<file path="src/rtl/lcg_pkg.sv">
package lcg_pkg;

  // Register selector for configuration writes and readback
  typedef enum logic [2:0] {
    SEL_GRP_LOCK    = 3'd0,
    SEL_GRP_COMMIT  = 3'd1,
    SEL_CRIT_LOCK   = 3'd2,
    SEL_CRIT_COMMIT = 3'd3,
    SEL_GLB_LOCK    = 3'd4,
    SEL_GLB_COMMIT  = 3'd5
  } cfg_sel_e;

  // Bank addressed by a protected write request
  typedef enum logic [1:0] {
    DOM_GROUP  = 2'd0,
    DOM_CRIT   = 2'd1,
    DOM_GLOBAL = 2'd2,
    DOM_NONE   = 2'd3
  } prot_dom_e;

  // Next lock value: frozen once committed, otherwise follows a write
  function automatic logic lock_next(logic lk, logic cm, logic we, logic d);
    if (cm)      return lk;
    else if (we) return d;
    else         return lk;
  endfunction

  // Next commit value: sets on a written one, never clears
  function automatic logic commit_next(logic cm, logic we, logic d);
    return cm | (we & d);
  endfunction

  // A resource is writable unless it is both locked and committed
  function automatic logic permit_of(logic lk, logic cm);
    return !(lk && cm);
  endfunction

endpackage

</file>
<file path="src/rtl/lcg_pair_bank.sv">
module lcg_pair_bank
  import lcg_pkg::*;
#(
  parameter int W = 32,
  parameter logic [W-1:0] IMPL = '1
) (
  input  logic         clk,
  input  logic         rst_n,
  input  logic         lock_we,
  input  logic         commit_we,
  input  logic [W-1:0] wdata,
  output logic [W-1:0] lock_q,
  output logic [W-1:0] commit_q,
  output logic [W-1:0] permit
);

  for (genvar i = 0; i < W; i++) begin : g_bit
    if (IMPL[i]) begin : g_live
      logic lk_r, cm_r;
      always_ff @(posedge clk or negedge rst_n) begin
        if (!rst_n) begin
          lk_r <= 1'b0;
          cm_r <= 1'b0;
        end else begin
          lk_r <= lock_next(lk_r, cm_r, lock_we, wdata[i]);
          cm_r <= commit_next(cm_r, commit_we, wdata[i]);
        end
      end
      assign lock_q[i]   = lk_r;
      assign commit_q[i] = cm_r;
    end else begin : g_tie
      logic unused_bit;
      assign unused_bit  = wdata[i];
      assign lock_q[i]   = 1'b0;
      assign commit_q[i] = 1'b0;
    end
    assign permit[i] = permit_of(lock_q[i], commit_q[i]);
  end

endmodule

</file>
<file path="src/rtl/lcg_access_arb.sv">
module lcg_access_arb
  import lcg_pkg::*;
#(
  parameter int NUM_GROUPS = 32,
  parameter int GLB_W      = 9,
  parameter int IDX_W      = 5
) (
  input  logic                  clk,
  input  logic                  rst_n,
  input  logic                  prot_wr_en,
  input  logic [1:0]            prot_domain,
  input  logic [IDX_W-1:0]      prot_index,
  input  logic [NUM_GROUPS-1:0] grp_permit,
  input  logic [NUM_GROUPS-1:0] crit_permit,
  input  logic [GLB_W-1:0]      glb_permit,
  output logic                  grant,
  output logic                  blocked_hit,
  output logic                  violation
);

  logic in_range;
  logic sel_permit;

  always_comb begin
    in_range   = 1'b0;
    sel_permit = 1'b0;
    unique case (prot_dom_e'(prot_domain))
      DOM_GROUP: begin
        for (int i = 0; i < NUM_GROUPS; i++)
          if (prot_index == IDX_W'(i)) begin
            in_range   = 1'b1;
            sel_permit = grp_permit[i];
          end
      end
      DOM_CRIT: begin
        for (int i = 0; i < NUM_GROUPS; i++)
          if (prot_index == IDX_W'(i)) begin
            in_range   = 1'b1;
            sel_permit = crit_permit[i];
          end
      end
      DOM_GLOBAL: begin
        for (int i = 0; i < GLB_W; i++)
          if (prot_index == IDX_W'(i)) begin
            in_range   = 1'b1;
            sel_permit = glb_permit[i];
          end
      end
      default: begin
        in_range   = 1'b0;
        sel_permit = 1'b0;
      end
    endcase
  end

  assign grant       = prot_wr_en && in_range && sel_permit;
  assign blocked_hit = prot_wr_en && in_range && !sel_permit;

  always_ff @(posedge clk or negedge rst_n) begin
    if (!rst_n)           violation <= 1'b0;
    else if (blocked_hit) violation <= 1'b1;
  end

endmodule

</file>
<file path="src/rtl/lock_commit_guard.sv">
module lock_commit_guard
  import lcg_pkg::*;
#(
  parameter int NUM_GROUPS = 32,
  parameter int GLB_W      = 9,
  parameter logic [GLB_W-1:0] GLB_IMPL = 9'h127,
  parameter int DATA_W     = 32,
  localparam int IDX_W     = $clog2(NUM_GROUPS)
) (
  input  logic                  clk,
  input  logic                  rst_n,
  input  logic                  cfg_wr_en,
  input  logic [2:0]            cfg_wr_sel,
  input  logic [DATA_W-1:0]     cfg_wr_data,
  input  logic [2:0]            rd_sel,
  output logic [DATA_W-1:0]     rd_data,
  input  logic                  prot_wr_en,
  input  logic [1:0]            prot_domain,
  input  logic [IDX_W-1:0]      prot_index,
  output logic                  prot_grant,
  output logic [NUM_GROUPS-1:0] grp_permit,
  output logic [NUM_GROUPS-1:0] crit_permit,
  output logic [GLB_W-1:0]      glb_permit,
  output logic                  violation
);

  // Decoded write strobes, one per configuration register
  logic we_grp_lock, we_grp_commit, we_crit_lock, we_crit_commit;
  logic we_glb_lock, we_glb_commit;

  assign we_grp_lock    = cfg_wr_en && (cfg_sel_e'(cfg_wr_sel) == SEL_GRP_LOCK);
  assign we_grp_commit  = cfg_wr_en && (cfg_sel_e'(cfg_wr_sel) == SEL_GRP_COMMIT);
  assign we_crit_lock   = cfg_wr_en && (cfg_sel_e'(cfg_wr_sel) == SEL_CRIT_LOCK);
  assign we_crit_commit = cfg_wr_en && (cfg_sel_e'(cfg_wr_sel) == SEL_CRIT_COMMIT);
  assign we_glb_lock    = cfg_wr_en && (cfg_sel_e'(cfg_wr_sel) == SEL_GLB_LOCK);
  assign we_glb_commit  = cfg_wr_en && (cfg_sel_e'(cfg_wr_sel) == SEL_GLB_COMMIT);

  logic [NUM_GROUPS-1:0] grp_lock, grp_commit, crit_lock, crit_commit;
  logic [GLB_W-1:0]      glb_lock, glb_commit;
  logic                  blocked_hit;

  lcg_pair_bank #(.W(NUM_GROUPS), .IMPL('1)) u_grp (
    .clk(clk), .rst_n(rst_n),
    .lock_we(we_grp_lock), .commit_we(we_grp_commit),
    .wdata(cfg_wr_data[NUM_GROUPS-1:0]),
    .lock_q(grp_lock), .commit_q(grp_commit), .permit(grp_permit)
  );

  lcg_pair_bank #(.W(NUM_GROUPS), .IMPL('1)) u_crit (
    .clk(clk), .rst_n(rst_n),
    .lock_we(we_crit_lock), .commit_we(we_crit_commit),
    .wdata(cfg_wr_data[NUM_GROUPS-1:0]),
    .lock_q(crit_lock), .commit_q(crit_commit), .permit(crit_permit)
  );

  lcg_pair_bank #(.W(GLB_W), .IMPL(GLB_IMPL)) u_glb (
    .clk(clk), .rst_n(rst_n),
    .lock_we(we_glb_lock), .commit_we(we_glb_commit),
    .wdata(cfg_wr_data[GLB_W-1:0]),
    .lock_q(glb_lock), .commit_q(glb_commit), .permit(glb_permit)
  );

  lcg_access_arb #(.NUM_GROUPS(NUM_GROUPS), .GLB_W(GLB_W), .IDX_W(IDX_W)) u_arb (
    .clk(clk), .rst_n(rst_n),
    .prot_wr_en(prot_wr_en), .prot_domain(prot_domain), .prot_index(prot_index),
    .grp_permit(grp_permit), .crit_permit(crit_permit), .glb_permit(glb_permit),
    .grant(prot_grant), .blocked_hit(blocked_hit), .violation(violation)
  );

  // Readback mux, zero-extended to the bus width
  always_comb begin
    case (cfg_sel_e'(rd_sel))
      SEL_GRP_LOCK:    rd_data = DATA_W'(grp_lock);
      SEL_GRP_COMMIT:  rd_data = DATA_W'(grp_commit);
      SEL_CRIT_LOCK:   rd_data = DATA_W'(crit_lock);
      SEL_CRIT_COMMIT: rd_data = DATA_W'(crit_commit);
      SEL_GLB_LOCK:    rd_data = DATA_W'(glb_lock);
      SEL_GLB_COMMIT:  rd_data = DATA_W'(glb_commit);
      default:         rd_data = '0;
    endcase
  end

endmodule

</file>
<file path="config.mk">
export PLATFORM = sky130hd
export DESIGN_NAME = lock_commit_guard
export DESIGN_NICKNAME = d
export VERILOG_FILES = /design/src/rtl/lcg_pkg.sv /design/src/rtl/lcg_pair_bank.sv /design/src/rtl/lcg_access_arb.sv /design/src/rtl/lock_commit_guard.sv
export SDC_FILE = /design/constraint.sdc
export NUM_CORES = 1
export LEC_CHECK = 0
export CAP_MARGIN = 10
export CORE_MARGIN = 3
export CORE_UTILIZATION = 45
export DETAILED_ROUTE_END_ITERATION = 10
export PLACE_DENSITY = 0.76
export SETUP_SLACK_MARGIN = 0.3
export SLEW_MARGIN = 10
export SYNTH_ARGS = -nofsm -noshare
export SYNTH_HDL_FRONTEND = slang
export SYNTH_SLANG_ARGS = --single-unit
</file>
<file path="constraint.sdc">
create_clock -name clk -period 3.4 [get_ports clk]
set_input_delay 0.34 -clock clk [delete_from_list [all_inputs] [get_ports clk]]
set_output_delay 0.34 -clock clk [all_outputs]
set_load 0.01 [all_outputs]
</file>
==> results.yml, run 1 <==
global_route:
  antenna_found_initial: 0
  grt_pass1_wl_um: 36380
  grt_pass1_vias: 6582
  grt_max_degree: 68
  globalRouteTotalUtil_pct: 26.10
  gr-total-overflow: 0
clock_network:
  insertion_delay_ps: 430
  cts_tree: "yes"
  cts.sinks: 139
  path_clk_slew_ps: 60
  htreeDepth: 4
  cts_setup_buffers: 0
  cts-root-buf: "clkbuf_16"
  cts_made_buffers: 17
  cts_max_path_buffers: 2
synth:
  syn_area_per_cell_sq_um: 10.39
  ys.warnings.count: 0
  ys_seq_elements: 139
  yosysSeqAreaShare_pct: 47.54
  yosysTopAreaCellShare_pct: 47.54
  ys_top_cells_by_area: "dfrtp_1 48%, mux2_2 11%, a21o_1 7.5%, a221o_1 4.4%, nor2_1 4.2%"
  synth_area_sq_um: 7317
  synthCells: 704
  synth_edf_count: 0
  ys.flop_type: "dfrtp_1"
  yosysTopAreaCell: "dfrtp_1"
  synthArstFlopShare_pct: 100.0
  ys_types: 60
final_layout:
  layout-drive-gt1-share_pct: 17.79
  nets: 913
  fillers: 1248
  syn2layout_area_growth_pct: 34.56
drt:
  vias: 6609
  dr.pass1.iters: 5
  final_antenna_net_count: 0
  drc: 0
  wl_um: 23540
  avgViaCountPerCell: 6.069
  wire_per_inst_um: 21.61
  drt_iter0_markers: 548
floorplanning:
  initial_utilization_pct: 47.09
  num_rows: 45
  ios: 156
  core_area_sq_um: 15540
  dieWidth_um: 133.5
  die_area_sq_um: 17830
  die_h_um: 133.5
setup_path:
  endpoint_kind: "primary output"
  path_class: "in2out"
  worstPathArrival_ps: 2570
  critPathLaunch: "prot_index[4]"
  startpoint_type: "primary input"
  path_max_fanout: 11
  rr_startpoint: "u_crit.g_bit[26].g_live.cm_r$_DFF_PN0_"
  crit_required_ps: 3060
placement:
  port_buffers: 151
  dp_hpwl_um: 16100
  gp_congestion: 0.9334
timing:
  tightest_slew_ps: 820.6
  hold_violations: 0
  rsz0062_at_grt: "no"
  fin_crit_ps: 2910
  fin_skew_ps: 8.356
  period_share_pct: 85.59
  maxSlewViolCount: 0
  setup_viol: 0
  slew_headroom_pct: 45.17
  tns_ps: 0
  holdWs_ps: 381.4
  clock.fmax_ghz: 0.3436
power_and_ir_drop:
  p_int_uw: 4455
  leakage_uw: 0.004154
  irDropWorstVdd_mv: 0.3977
  p_clk_share_pct: 28.6
  swShare_pct: 32.71
  power_frac_comb_pct: 32.8
  p_switching_uw: 2166
  powerDensity_nw_per_um2: 672.5
  p_seq_share_pct: 38.6
run_status:
  status: "completed"
run:
  max-cap-violations: 0
hold_path:
  worst_hold_path_type: "in2async"
==> final timing paths <==
path,endpoint,slack [ps],cells after the start
worst min-delay path,u_grp.g_bit[7].g_live.lk_r$_DFFE_PN0P_,380,2
worst max register to register,u_arb.violation$_DFFE_PN0P_,1580,6
max in group asynchronous,u_crit.g_bit[25].g_live.lk_r$_DFFE_PN0P_,2130,3
worst min register to register,u_crit.g_bit[5].g_live.cm_r$_DFF_PN0_,500,1
worst max-delay path,prot_grant,490,9
min in group clk,u_crit.g_bit[5].g_live.cm_r$_DFF_PN0_,500,1
==> metrics by stage <==
step | power [uW] | cells | instance area (sq um) | util, % | setup slack (ps)
after global routing | 6917 | 1088 | 9843 | 63.34 | 387.3
after detailed placement | 4716 | 1054 | 9150 | 58.88 | 30.03
after floorplan | 3512 | 707 | 7328 | - | 1437
after global placement | 4641 | 1054 | 9150 | 58.88 | 104.1
after CTS | 6629 | 1087 | 9791 | 63.00 | 350.2
final | 6622 | 1089 | 9846 | 63.36 | 489.8
==> critical path, cell delays in order <==
cell           delay, ps
dlygate4sd2_1        460
buf_4                190
nand3b_1             230
a21oi_1               70
a31o_2               230
o41ai_2              400
a21o_1               210
a31oi_2              120
dlygate4sd2_1        310
==> layout by cell type, fill, tap and decap left out, types with 4 or more instances in the layout <==
master / instances
dfrtp_1: 139
nor3b_1: 4
a31oi_1: 8
a221o_1: 32
buf_4: 25
nand3_1: 23
mux2_2: 74
dlymetal6s2s_1: 4
nand3b_1: 5
nor2_1: 80
o22ai_1: 5
a22oi_1: 10
a21oi_1: 14
a21o_1: 73
conb_1: 4
o211ai_1: 6
clkinvlp_4: 4
inv_1: 4
a22o_1: 28
nor2b_1: 9
nand2_1: 80
clkdlybuf4s50_1: 143
clkbuf_16: 18
o21ai_0: 11
==> flip-flops by register name, indices dropped and copies added, names as in the netlist <==
| register | count |
|---|---|
| u_glb.g_bit.g_live.lk_r | 5 |
| u_crit.g_bit.g_live.cm_r | 32 |
| u_crit.g_bit.g_live.lk_r | 32 |
| u_grp.g_bit.g_live.lk_r | 32 |
| u_grp.g_bit.g_live.cm_r | 32 |
| u_glb.g_bit.g_live.cm_r | 5 |
| u_arb.violation | 1 |
==> cells in the mapped netlist (all sizes together), types with 4 or more instances <==
master and n:
nor3 4, a31oi 9, a211oi 4, buf 20
a22oi 10, clkbuf 22, a221o 32, nand3b 5
a22o 28, nor3b 6, a21oi 14, o211ai 6
a21o 73, nand2 80, o21ai 12, nand3 24
dfrtp 139, inv 5, nor2 81, o22ai 5
mux2 74, nor2b 9
==> kinds of logic (layout without fill, tap and decap cells) <==
group / Yosys count / after routing / share of synthesized area, %
and+or+nand+nor: 225 / 225 / 14.04
DFF: 139 / 139 / 47.54
muxes: 78 / 78 / 12.28
AOI/OAI and AO/OA: 214 / 214 / 22.88
other: 1 / 5 / 0.05125
buffers and inverters: 47 / 217 / 3.215
==> cell type report <==
cell class,instances,area [sq um],share of cell area [%]
Clock buffer,18,429.2,4.359
Sequential cell,139,3478,35.33
Clock inverter,14,170.2,1.728
Timing Repair Buffer,180,1790,18.19
Multi-Input combinational cell,521,3692,37.50
Inverter,5,18.77,0.1906
Antenna cell,1,2.502,0.02542
Tap cell,211,264.0,2.681
==> repair_timing <==
item | in CTS | in global routing
pin swaps | 1 | 0
endpoints found under the hold margin | 30 | 0
setup endpoints to repair | 1 | 29
cloned | 0 | 1
hold buffers | 1 | 0
gates resized for setup | 8 | 6
==> power groups by stage <==
stage                     combinational (uW)  clock (uW)  sequential [uW]
after floorplan                         1070           0             2440
after global placement                  2120           0             2520
after detailed placement                2150           0             2570
after CTS                               2170        1920             2540
after global routing                    2310        1990             2620
final                                   2170        1890             2560
==> layer usage <==
| metal | routed length [um] | vias up | track usage (%) |
|---|---|---|---|
| met5 | 0 | - | 0 |
| met2 | 11330 | 288 | 42.16 |
| met1 | 10150 | 3350 | 35.20 |
| met3 | 1634 | 38 | 5.589 |
| met4 | 425 | 0 | 8.686 |
| li1 | - | 2933 | - |
Note: power is estimated with default switching activity, not from simulation.
==> run 2, diff against run 1 <==
CORE_ASPECT_RATIO = 0.75   (was not set)
clock period = 2.7 ns   (was 3.4 ns; I/O delays follow)
==> run 2 against run 1 <==
Compared with the run above: non-clock buffer count grew 63; final cell count up 5.1%; largest cell class unchanged; clock power grew 30%; flip-flop and latch count did not move; total power up 31%; design area rose by 6.8%; die area about the same; largest power group unchanged; register-to-register slack lost 560 ps.
==> results.yml, run 2 (same netlist as run 1, synthesis figures left out) <==
drt:
  drc: 0
  drt_iter0_markers: 618
  dr.pass1.iters: 5
  final_antenna_net_count: 0
  wire_per_inst_um: 22.25
  avgViaCountPerCell: 6.061
  vias: 6940
  wl_um: 25470
timing:
  setup_viol: 0
  maxSlewViolCount: 0
  rsz0062_at_grt: "yes"
  period_share_pct: 92.54
  holdWs_ps: 325.8
  fin_skew_ps: 10.04
  fin_ws_ps: 201.4
  fin_crit_ps: 2499
  hold_violations: 0
  clock.fmax_ghz: 0.4002
clock_network:
  cts_made_buffers: 17
  htreeDepth: 4
  cts_max_path_buffers: 2
  cts-root-buf: "clkbuf_16"
  cts_tree: "yes"
  cts.sinks: 139
  path_clk_slew_ps: 60
  insertion_delay_ps: 420
floorplanning:
  dieWidth_um: 153.2
  die_area_sq_um: 17840
  num_rows: 39
  initial_utilization_pct: 47.01
  core_area_sq_um: 15570
  ios: 156
  die_h_um: 116.4
setup_path:
  r2r_end: "u_arb.violation$_DFFE_PN0P_"
  path_max_fanout: 2
  worstPathArrival_ps: 2230
  setup.worst_path.end: "prot_grant"
  critPathLaunch: "u_crit.g_bit[19].g_live.cm_r$_DFF_PN0_"
  r2r_setup_slack_ps: 1020
  startpoint_type: "flip-flop"
  path_class: "reg2out"
  rr_startpoint: "u_grp.g_bit[5].g_live.lk_r$_DFFE_PN0P_"
  endpoint_kind: "primary output"
  crit_required_ps: 2430
  reg2regPathDepth: 6
hold_path:
  worst_hold_path_type: "in2async"
final_layout:
  layout-drive-gt1-share_pct: 26.28
  final_common_cell: "dfrtp_1"
  syn2layout_area_growth_pct: 43.72
  nets: 976
  postLayoutCellArea_sq_um: 10520
  diodes: 0
  most-common-layout-cells: "137 x dfrtp_1, 136 x clkdlybuf4s50_1, 80 x nor2_1, 76 x buf_4, 74 x mux2_2"
global_route:
  antenna_found_initial: 0
  grt_max_degree: 78
  gr-total-overflow: 0
  globalRouteTotalUtil_pct: 27.65
  grt_pass1_wl_um: 38180
  grt_pass1_vias: 6881
placement:
  port_buffers: 151
  dp_hpwl_um: 17110
  placed_area_sq_um: 9505
  gp_congestion: 0.9299
  pre_cts_ws_ps: -598.3
power_and_ir_drop:
  leakage_uw: 0.004546
  irDropWorstVdd_mv: 0.5192
  power_uw: 8670
  powerDensity_nw_per_um2: 824.4
run:
  max-cap-violations: 0
run_status:
  status: "completed"
run 2: changes by cell type in the layout (fill, tap and decap cells not counted), sizes merged:
cell	change
buf	+64
clkbuf	+6
clkdlybuf4s15	+3
clkdlybuf4s50	-7
clkinv	-1
clkinvlp	-1
diode	-1
dlygate4sd2	-2
dlymetal6s2s	+1
run 2: worst min path at each step:
stage / start / to / slack [ps]
floorplan: rst_n / u_arb.violation$_DFFE_PN0P_ / -30
global placement: rst_n / u_crit.g_bit[3].g_live.cm_r$_DFF_PN0_ / 210
detailed placement: rst_n / u_grp.g_bit[2].g_live.lk_r$_DFFE_PN0P_ / 220
CTS: rst_n / u_grp.g_bit[28].g_live.cm_r$_DFF_PN0_ / 330
global route: rst_n / u_crit.g_bit[27].g_live.cm_r$_DFF_PN0_ / 350
finish: rst_n / u_crit.g_bit[30].g_live.cm_r$_DFF_PN0_ / 330
run 2: final cells by class:
type                    instances  area (sq um)
fillers                      1187          5050
clock buffers                  20         466.7
flip-flops and latches        139          3481
repair buffers                243          2341
clock inverters                12         161.4
inverters                       5         18.77
multi-input cells             521          3791
well taps                     205         256.5
run 2: worst max-delay path, stage by stage, from the launching register on:
cell	delay [ps]
dfrtp_1	360
nand2_1	100
a221o_1	370
a2bb2oi_1	180
o21ai_1	130
a211oi_4	260
a31oi_1	140
buf_4	160
buf_6	110
run 2: metrics by stage:
stage	setup TNS, ps	std cells	utilization (%)
after floorplan	0	707	-
after global placement	-578.3	1093	61.06
after detailed placement	-598.3	1093	61.06
after CTS	0	1136	66.34
after global routing	0	1145	67.56
final	0	1145	67.56
run 2: where the power goes:
group          total (uW)  internal [uW]  switching [uW]  leakage (uW)
clock network        2450           1540             913      0.000300
registers            3210           2650             558       0.00155
logic                3010           1650            1360       0.00270
run 2: timing repair:
item                                   in CTS  in global routing
gates resized for setup                    41                 36
hold buffers                                1                  0
pin swaps                                   8                 15
setup endpoints to repair                  33                 24
buffers inserted                            8                  7
cloned                                      2                  2
endpoints found under the hold margin      28                  0
run 2: routing by layer:
metal | vias up | track usage (%) | part of all wire (%)
met1 | 3504 | 38.33 | 45
met4 | 0 | 7.537 | 1.5
li1 | 3058 | - | -
met2 | 351 | 43.93 | 45
met5 | - | 0 | 0
met3 | 27 | 6.926 | 8.2
==> run 3, diff against run 2 <==
CTS_CLUSTER_DIAMETER = 40   (was not set)
CTS_CLUSTER_SIZE = 30   (was not set)
==> results of run 3 <==
Same layout as run 2: the final DEF is identical, and so are final timing and power.
